[src/rtl/mdio_pkg.sv]
`timescale 1ns/1ps
package mdio_pkg;

   localparam int unsigned ADDR_W = 5;
   localparam int unsigned DATA_W = 16;
   // start(2) + opcode(2) + two addresses + turnaround(2) + data
   localparam int unsigned BODY_W = 2 + 2 + 2 * ADDR_W + 2 + DATA_W;
   // offset of the first turnaround bit inside the body
   localparam int unsigned TA_OFS = 2 + 2 + 2 * ADDR_W;

   localparam logic [1:0] SOF_BITS = 2'b01;
   localparam logic [1:0] OPC_RD   = 2'b10;
   localparam logic [1:0] OPC_WR   = 2'b01;
   localparam logic [1:0] TA_WR    = 2'b10;
   localparam logic [1:0] TA_RD    = 2'b11;

   typedef enum logic {
      SEQ_IDLE,
      SEQ_SHIFT
   } seq_state_e;

   typedef struct packed {
      logic              rd;
      logic [ADDR_W-1:0] phy;
      logic [ADDR_W-1:0] regn;
      logic [DATA_W-1:0] wdata;
   } mgmt_req_t;

   // Everything after the preamble; read frames put ones where the
   // released turnaround and data bits sit (drive is off there anyway).
   function automatic logic [BODY_W-1:0] frame_body(input mgmt_req_t q);
      return {SOF_BITS,
              q.rd ? OPC_RD : OPC_WR,
              q.phy,
              q.regn,
              q.rd ? TA_RD : TA_WR,
              q.rd ? {DATA_W{1'b1}} : q.wdata};
   endfunction

endpackage

[src/rtl/mdio_clk_div.sv]
`timescale 1ns/1ps
module mdio_clk_div #(
   parameter int unsigned HALF = 2
) (
   input  logic clk,
   input  logic rst_n,
   input  logic run_i,
   output logic mdc_o,
   output logic rise_stb_o,
   output logic fall_stb_o
);

   logic mdc_q;
   logic edge_now;

   generate
      if (HALF == 1) begin : g_div_toggle
         // fastest variant: no counter, toggle every system clock
         assign edge_now = run_i;
      end else begin : g_div_count
         localparam int unsigned CW = $clog2(HALF);
         logic [CW-1:0] cnt_q;

         always_ff @(posedge clk or negedge rst_n) begin
            if (!rst_n) begin
               cnt_q <= '0;
            end else if (!run_i || edge_now) begin
               cnt_q <= '0;
            end else begin
               cnt_q <= cnt_q + 1'b1;
            end
         end

         assign edge_now = run_i && (cnt_q == CW'(HALF - 1));
      end
   endgenerate

   always_ff @(posedge clk or negedge rst_n) begin
      if (!rst_n) begin
         mdc_q <= 1'b0;
      end else if (!run_i) begin
         mdc_q <= 1'b0;
      end else if (edge_now) begin
         mdc_q <= ~mdc_q;
      end
   end

   assign mdc_o      = mdc_q;
   assign rise_stb_o = edge_now && !mdc_q;
   assign fall_stb_o = edge_now &&  mdc_q;

endmodule

[src/rtl/mdio_frame_seq.sv]
`timescale 1ns/1ps
module mdio_frame_seq
   import mdio_pkg::*;
#(
   parameter int unsigned FRAME_W = 64,
   parameter int unsigned PRE_LEN = 32
) (
   input  logic               clk,
   input  logic               rst_n,
   input  logic               start_i,
   input  logic               rd_i,
   input  logic [FRAME_W-1:0] frame_i,
   input  logic               rise_stb_i,
   input  logic               fall_stb_i,
   output logic               start_acc_o,
   output logic               busy_o,
   output logic               done_o,
   output logic               mdio_o,
   output logic               mdio_oe_o,
   output logic               samp_ack_o,
   output logic               samp_data_o
);

   localparam int unsigned IW       = $clog2(FRAME_W);
   localparam int unsigned TA_POS   = PRE_LEN + TA_OFS;
   localparam int unsigned TA2_POS  = TA_POS + 1;
   localparam int unsigned DATA_POS = TA_POS + 2;
   localparam int unsigned LAST_POS = FRAME_W - 1;

   seq_state_e        st_q;
   logic [FRAME_W-1:0] sr_q;
   logic [IW-1:0]      idx_q;
   logic               rd_q;
   logic               done_q;
   logic               last_bit;

   assign start_acc_o = start_i && (st_q == SEQ_IDLE);
   assign last_bit    = (idx_q == IW'(LAST_POS));

   always_ff @(posedge clk or negedge rst_n) begin
      if (!rst_n) begin
         st_q   <= SEQ_IDLE;
         sr_q   <= '0;
         idx_q  <= '0;
         rd_q   <= 1'b0;
         done_q <= 1'b0;
      end else begin
         done_q <= 1'b0;
         case (st_q)
            SEQ_IDLE: begin
               if (start_i) begin
                  st_q  <= SEQ_SHIFT;
                  sr_q  <= frame_i;
                  idx_q <= '0;
                  rd_q  <= rd_i;
               end
            end
            SEQ_SHIFT: begin
               if (fall_stb_i) begin
                  if (last_bit) begin
                     st_q   <= SEQ_IDLE;
                     done_q <= 1'b1;
                  end else begin
                     idx_q <= idx_q + 1'b1;
                     sr_q  <= {sr_q[FRAME_W-2:0], 1'b0};
                  end
               end
            end
            default: st_q <= SEQ_IDLE;
         endcase
      end
   end

   assign busy_o      = (st_q == SEQ_SHIFT);
   assign done_o      = done_q;
   assign mdio_o      = busy_o ? sr_q[FRAME_W-1] : 1'b1;
   assign mdio_oe_o   = busy_o && !(rd_q && (idx_q >= IW'(TA_POS)));
   assign samp_ack_o  = busy_o && rd_q && rise_stb_i && (idx_q == IW'(TA2_POS));
   assign samp_data_o = busy_o && rd_q && rise_stb_i && (idx_q >= IW'(DATA_POS));

endmodule

[src/rtl/mdio_rx_capture.sv]
`timescale 1ns/1ps
module mdio_rx_capture #(
   parameter int unsigned DW = 16
) (
   input  logic          clk,
   input  logic          rst_n,
   input  logic          clr_i,
   input  logic          samp_ack_i,
   input  logic          samp_data_i,
   input  logic          mdio_i,
   output logic [DW-1:0] rdata_o,
   output logic          ack_o
);

   logic [DW-1:0] word_q;
   logic          ack_q;

   always_ff @(posedge clk or negedge rst_n) begin
      if (!rst_n) begin
         ack_q <= 1'b0;
      end else if (clr_i) begin
         ack_q <= 1'b0;
      end else if (samp_ack_i) begin
         ack_q <= !mdio_i;
      end
   end

   always_ff @(posedge clk or negedge rst_n) begin
      if (!rst_n) begin
         word_q <= '0;
      end else if (samp_data_i) begin
         word_q <= {word_q[DW-2:0], mdio_i};
      end
   end

   assign rdata_o = word_q;
   assign ack_o   = ack_q;

endmodule

[src/rtl/mdio_frame_engine.sv]
`timescale 1ns/1ps
module mdio_frame_engine
   import mdio_pkg::*;
#(
   parameter int unsigned CLK_HALF = 2,
   parameter int unsigned PRE_LEN  = 32
) (
   input  logic              clk,
   input  logic              rst_n,
   input  logic              start_i,
   input  logic              rd_i,
   input  logic [ADDR_W-1:0] phy_addr_i,
   input  logic [ADDR_W-1:0] reg_addr_i,
   input  logic [DATA_W-1:0] wdata_i,
   output logic              busy_o,
   output logic              done_o,
   output logic [DATA_W-1:0] rdata_o,
   output logic              ack_o,
   output logic              mdc_o,
   output logic              mdio_o,
   output logic              mdio_oe_o,
   input  logic              mdio_i
);

   localparam int unsigned FRAME_W = PRE_LEN + BODY_W;

   initial begin : p_param_chk
      if (CLK_HALF < 1) $fatal(1, "CLK_HALF must be at least 1");
      if (PRE_LEN > 32) $fatal(1, "PRE_LEN must not exceed 32");
   end

   mgmt_req_t          req;
   logic [BODY_W-1:0]  body;
   logic [FRAME_W-1:0] frame;
   logic               start_acc;
   logic               rise_stb;
   logic               fall_stb;
   logic               samp_ack;
   logic               samp_data;

   assign req  = '{rd: rd_i, phy: phy_addr_i, regn: reg_addr_i, wdata: wdata_i};
   assign body = frame_body(req);

   generate
      if (PRE_LEN > 0) begin : g_with_pre
         assign frame = {{PRE_LEN{1'b1}}, body};
      end else begin : g_no_pre
         assign frame = body;
      end
   endgenerate

   mdio_clk_div #(.HALF(CLK_HALF)) u_div (
      .clk        (clk),
      .rst_n      (rst_n),
      .run_i      (busy_o),
      .mdc_o      (mdc_o),
      .rise_stb_o (rise_stb),
      .fall_stb_o (fall_stb)
   );

   mdio_frame_seq #(.FRAME_W(FRAME_W), .PRE_LEN(PRE_LEN)) u_seq (
      .clk         (clk),
      .rst_n       (rst_n),
      .start_i     (start_i),
      .rd_i        (rd_i),
      .frame_i     (frame),
      .rise_stb_i  (rise_stb),
      .fall_stb_i  (fall_stb),
      .start_acc_o (start_acc),
      .busy_o      (busy_o),
      .done_o      (done_o),
      .mdio_o      (mdio_o),
      .mdio_oe_o   (mdio_oe_o),
      .samp_ack_o  (samp_ack),
      .samp_data_o (samp_data)
   );

   mdio_rx_capture #(.DW(DATA_W)) u_rx (
      .clk         (clk),
      .rst_n       (rst_n),
      .clr_i       (start_acc),
      .samp_ack_i  (samp_ack),
      .samp_data_i (samp_data),
      .mdio_i      (mdio_i),
      .rdata_o     (rdata_o),
      .ack_o       (ack_o)
   );

endmodule

[config.mk]
export PLATFORM = sky130hd
export DESIGN_NAME = mdio_frame_engine
export DESIGN_NICKNAME = d
export VERILOG_FILES = /design/src/rtl/mdio_pkg.sv /design/src/rtl/mdio_clk_div.sv /design/src/rtl/mdio_frame_seq.sv /design/src/rtl/mdio_rx_capture.sv /design/src/rtl/mdio_frame_engine.sv
export SDC_FILE = /design/constraint.sdc
export NUM_CORES = 1
export LEC_CHECK = 0
export BUFFER_PORTS_ARGS = -buffer_cell sky130_fd_sc_hd__clkbuf_2
export CAP_MARGIN = 30
export CORE_ASPECT_RATIO = 0.5
export CORE_MARGIN = 10
export CORE_UTILIZATION = 50
export CTS_CLUSTER_SIZE = 20
export DETAILED_ROUTE_END_ITERATION = 12
export PLACE_DENSITY_LB_ADDON = 0.05
export SLEW_MARGIN = 20
export SYNTH_ARGS = -nofsm -noshare
export SYNTH_HDL_FRONTEND = slang
export SYNTH_HIERARCHICAL = 1
export SYNTH_SLANG_ARGS = --single-unit
[constraint.sdc]
create_clock -name clk -period 5 [get_ports clk]
set_input_delay 0.5 -clock clk [delete_from_list [all_inputs] [get_ports clk]]
set_output_delay 0.5 -clock clk [all_outputs]
set_load 0.005 [all_outputs]
# --- Word level (Yosys, flattened, before mapping) ---
# Index checks and enable logic that the tools add are counted.
# Widths: inputs -> output; s select.
op_classes:
  add_sub_neg: 2
  order_cmp: 2
  eq_ne: 6
  muxes: 24
  bitwise: 2
  reduce_logical: 18
ops:
  columns: ["op", "count"]
  rows:
  - ["$mux 64", 3]
  - ["$pmux 64 s2", 1]
  - ["$mux 6", 3]
  - ["$mux 16", 1]
  - ["$mux 1", 13]
  - ["$eq 6x6->1 const B", 2]
  - ["$ge 6x6->1 const B", 2]
  - ["$pmux 6 s2", 1]
  - ["$logic_and 1x1->1", 10]
  - ["$ne 2x2->1 const B", 4]
  - ["$add 6x1->6 const B", 1]
  - ["$logic_not 1->1", 4]
  - ["$reduce_and 3->1", 1]
  - ["$mux 2", 1]
  - ["$not 1->1", 2]
  - ["$pmux 1 s2", 1]
  - ["$reduce_and 2->1", 1]
  - ["$reduce_bool 2->1", 1]
  - ["$add 1x1->1 const B", 1]
  - ["$logic_or 1x1->1", 1]
totals:
  regBits: 92
  input_bits: 31
  word_cells: 63

# --- Longest topological paths before layout ---
logic_depth:
  word_depth: 6
  mapped_depth: 7

# --- Modules after synthesis ---
# The synthesis kept the hierarchy.
modules_own_cells:
  columns: ["module", "instances", "cells_per_inst", "area_per_inst_um2", "seq_area_each_um2"]
  rows:
  - ["mdio_frame_seq", 1, 333, 3434.5, 1826.8]
  - ["mdio_rx_capture", 1, 38, 691.9, 425.4]
  - ["mdio_frame_engine", 1, 20, 122.6, 0.0]
  - ["mdio_clk_div", 1, 8, 88.8, 50.0]

# --- Worst setup path before layout ---
# Ideal clock, no wire load.
synth_path:
  path_type: "register to register"
  from: "register u_seq.st_q (netlist: u_seq/busy_o)"
  to: "register u_rx.word_q[10] (netlist: u_rx/rdata_o[10])"
  t_arrival_ns: 1.634
  required_time_ns: 4.875
  slack_ns: 3.240
  stages_incl_launch_ff: 8
  path_buffers: 4
  synth_period_minus_slack_ns: 1.760
  path_cell_list: "dfrtp_1 -> buf_2 -> buf_2 -> nand4_1 -> nor2_1 -> buf_6 -> buf_12 -> mux2_4"
synth_between:
  elab_chain_len: 4
synth_rtl:
  columns: ["element", "line", "text"]
  rows:
  - ["start, declared", "mdio_frame_seq.sv:30", "seq_state_e st_q;"]
  - ["start signal, assigned", "mdio_frame_seq.sv:42", "st_q <= SEQ_IDLE;"]
  - ["start signal, assigned", "mdio_frame_seq.sv:52", "st_q <= SEQ_SHIFT;"]
  - ["start signal, assigned", "mdio_frame_seq.sv:61", "st_q <= SEQ_IDLE;"]
  - ["$logic_and 1x1->1", "mdio_clk_div.sv:34", "assign edge_now = run_i && (cnt_q == CW'(HALF - 1));"]
  - ["$logic_and 1x1->1", "mdio_clk_div.sv:49", "assign rise_stb_o = edge_now && !mdc_q;"]
  - ["$logic_and 1x1->1 * (2 in a row)", "mdio_frame_seq.sv:79", "assign samp_data_o = busy_o && rd_q && rise_stb_i && (idx_q >= IW'(DATA_POS));"]
  - ["net samp_data", "mdio_frame_engine.sv:39", "logic samp_data;"]
  - ["end signal, assigned", "mdio_rx_capture.sv:32", "word_q <= {word_q[DW-2:0], mdio_i};"]
  - ["end, declared", "mdio_rx_capture.sv:15", "logic [DW-1:0] word_q;"]
# Mark *: on every way through the listed nets, which the timed path passes. The rest lies on a longest branch.
# A chain may end at the register's enable or synchronous reset.

# --- Final worst setup path ---
layout_path:
  from: "register u_seq.st_q (netlist: u_seq/busy_o)"
  to: "output port mdio_o"
layout_between:
  elab_chain_len: 1
layout_rtl:
  columns: ["element", "line", "text"]
  rows:
  - ["$mux 1", "mdio_frame_seq.sv:76", "assign mdio_o = busy_o ? sr_q[FRAME_W-1] : 1'b1;"]
  - ["end, declared", "mdio_frame_engine.sv:20", "output logic mdio_o,"]
# No other way between the ends.

==> impl_results.md <==
* Site Rows at 23
* Die area at 13000 sq um
* Routed wire length at 8.43 mm
* CP arrival at ~1900 ps
* Worst-path clk slew at 60 ps
* Pin count of the biggest net entering global routing at 83
* Net count, final at 509
* Worst vdd ir at 222 uV
* Setup TNS at 0 ps
* Gate Count Post-Synth at 399
* Post-Syn Area at ~4300 sq um
* Post-route setup slack at 2630 ps
* Final min period at between 2000 and 2500 ps
* H-tree depth at 3
* Die X at 152 microns
* Gpl congestion at around 0.85
* Outcome: finished, final reports clean
* Area grow syn2layout at 17.5%
* Hold Path Class: input port to asynchronous set/reset pin
* Worst Setup Start Kind: flip-flop
* PwrDens at 546 nW/um^2
* Final HPWL DP at 5.59 mm
* Worst R2R Start: u_seq/busy_o
* Design Area, Final at 5100 sq um
* Max-cap viol count at 0
* Syn_area_per_cell at 10.9 sq um
* Initial antenna violation count at 0
* DRT antenna net count at 0
* CTS resizes at 0
* CTS Buffer Depth at 2
* Total setup buffers inserted after CTS at 0
* Num CTS Buffers at 9
* DP Area at 4780 sq um
* Yosys reg bits at 92
* Overall power at about 0.0028 W
* Clk_skew at approximately 5.5 ps
* Yosys warnings at 6
* DRC viols at 0
* Worst setup path startpoint: u_seq/busy_o
* Setup WS pre-CTS at 2610 ps
* Vert. Die Dim at 85.9 microns
* Initial Utilization at 0.527
* Final number of setup-violating endpoints at 0
* Static leakage at 2.82 nW
* Vias in the first global route at just under 3000
* Port Buffers at 52
* Vias per inst at 4.94
* Sequential-to-total area share from yosys stat at 0.531
* DR iter-0 viols at 206
* Clock Latency Late Sink at 340 ps
* CTS tree: done
* Total Routing Usage GR at 0.133
* Crit end category: output pin
* RSZ-0062 raised after global routing: no
* Synth cell types at 36
* Vias at 2928
* CTS Root Cell: clkbuf_16
* Max-slew violation count at 0
* Final hold violation count at 0
* Share of layout cells above drive strength 1 at 0.200
* Antenna diode count at 0
* CP Data Required Time at 4500 ps
* Post-DR wirelength/cell at 14.2 microns
* Drt first pass iters at 4
* CP Max Fanout at 38
* GRT overflow at 0
* IO Pins at 53
* Worst slew margin at 0.468
* WS Path Type: flip-flop to output pin
* FMAX at between 0.4 and 0.5 GHz
* Core area at approximately 8200 sq um
* Clock sink count at 92
* Period utilization at 0.474
* CTS Hold Bufs at 0
* Measured slew at the worst slew-check pin at 798 ps
* First-pass GRT wire length at 14.0 mm
-- logic make-up (layout without fill, tap and decap cells) --
logic type / count (synthesis) / in the layout / share of synthesized area
multiplexers: 84 / 84 / 0.208
other: 2 / 35 / 0.00173
AND/OR/NAND/NOR: 113 / 113 / 0.117
adder cells (fa/ha/maj): 2 / 2 / 0.00577
flip-flops: 92 / 92 / 0.531
buffers and inverters: 30 / 79 / 0.0427
XOR/XNOR: 1 / 1 / 0.00202
AO/OA/AOI/OAI: 75 / 75 / 0.0926
-- path summary, 6_finish.rpt --
kind / end / slack [ps] / cells past startpoint
min reg2reg: u_seq/sr_q[0] / 480 / 2
max: mdio_o / 2630 / 4
min in group clk: u_rx/rdata_o[0] / 430 / 2
max reg2reg: u_seq/sr_q[44] / 2650 / 5
min: u_rx/rdata_o[7] / 80 / 1
max in group asynchronous: u_seq/sr_q[54] / 3780 / 2
-- per-layer routing --
layer / part of all wire / vias to the layer above / GRT usage
met3: 0.071 / 7 / 0.0540
met4: 0.0088 / 0 / 0.0301
li1: - / 1478 / -
met1: 0.48 / 1390 / 0.175
met2: 0.44 / 53 / 0.201
met5: 0 / - / 0
-- worst max-delay path: stages (launching register included) --
cell      delay [ps]
dfrtp_4          450
buf_4            500
buf_12           330
nand2b_1         100
clkbuf_2         130
-- where the power goes --
group	switching, W	internal, W	total (W)
Sequential	0.000142	0.000950	0.00109
Clock	0.000274	0.000449	0.000723
Combinational	0.000562	0.000404	0.000966
-- Yosys cell counts --
| cell | number | area, sq um |
|---|---|---|
| o21ai_1 | 14 | 70.1 |
| and2b_2 | 1 | 8.76 |
| or4_1 | 1 | 7.51 |
| nor2b_1 | 1 | 6.26 |
| nand3_2 | 1 | 10.0 |
| buf_4 | 5 | 37.5 |
| nor3_1 | 2 | 10.0 |
| nand3_1 | 5 | 25.0 |
| mux2_2 | 8 | 90.1 |
| clkbuf_2 | 2 | 10.0 |
| nand2b_1 | 3 | 18.8 |
| o21ai_4 | 1 | 16.3 |
| nand4_1 | 1 | 6.26 |
| mux2i_1 | 66 | 661 |
| or2_1 | 16 | 100 |
| a22o_1 | 1 | 8.76 |
| dfrtp_1 | 92 | 2300 |
| o211ai_1 | 1 | 7.51 |
| and3_2 | 1 | 7.51 |
| o31ai_1 | 2 | 15.0 |
| inv_1 | 5 | 18.8 |
| clkbuf_1 | 4 | 15.0 |
| xor2_1 | 1 | 8.76 |
| nand2_1 | 74 | 278 |
| a21boi_0 | 1 | 7.51 |
| buf_2 | 10 | 50.1 |
| nor2_1 | 6 | 22.5 |
| a31oi_1 | 1 | 6.26 |
| o21ai_0 | 53 | 265 |
| buf_12 | 1 | 20.0 |
| mux2_4 | 10 | 150 |
| buf_6 | 3 | 33.8 |
| and2_1 | 1 | 6.26 |
| ha_1 | 2 | 25.0 |
| conb_1 | 2 | 7.51 |
| a21oi_1 | 1 | 5.00 |
-- state kept, by name (all words and copies together) (netlist names) --
name,cells
u_div/mdc_o,1
u_seq/done_o,1
u_seq/busy_o,1
u_div/g_div_count.cnt_q,1
u_rx/ack_o,1
u_seq/idx_q,6
u_seq/rd_q,1
u_seq/sr_q,64
u_rx/rdata_o,16
-- stage by stage --
step	utilization	hold WS [ps]	instances
2_1_floorplan	-	204	432
3_3_place_gp	0.575	439	575
4_1_cts	0.619	86.5	593
5_1_grt	0.619	99.2	593
6_report	0.619	81.1	593
3_5_place_dp	0.581	450	577
-- area by class of cell --
cell class	count	area (sq um)
Clock buffer	11	243
Tap cell	112	140
Inverter	5	18.8
Timing Repair Buffer	58	340
Clock inverter	5	75.1
Multi-Input combinational cell	310	1970
Fill cell	695	3130
Sequential cell	92	2310
-- cells in the final DEF (no fill, tap or decap), types with 2 or more instances in the layout --
master	Yosys	routed
mux2_2	8	8
ha_1	2	2
clkbuf_2	2	51
mux2_4	10	10
or2_1	16	16
nor3_1	2	2
buf_4	5	5
clkbuf_16	0	9
nand2b_1	3	3
conb_1	2	35
nand2_1	74	74
o21ai_1	14	14
o21ai_0	53	53
nor2_1	6	6
o31ai_1	2	2
clkinv_2	0	3
bufinv_16	0	2
mux2i_1	66	66
dfrtp_1	92	91
nand3_1	5	5
inv_1	5	5
Note: power is estimated with default switching activity, not from simulation.
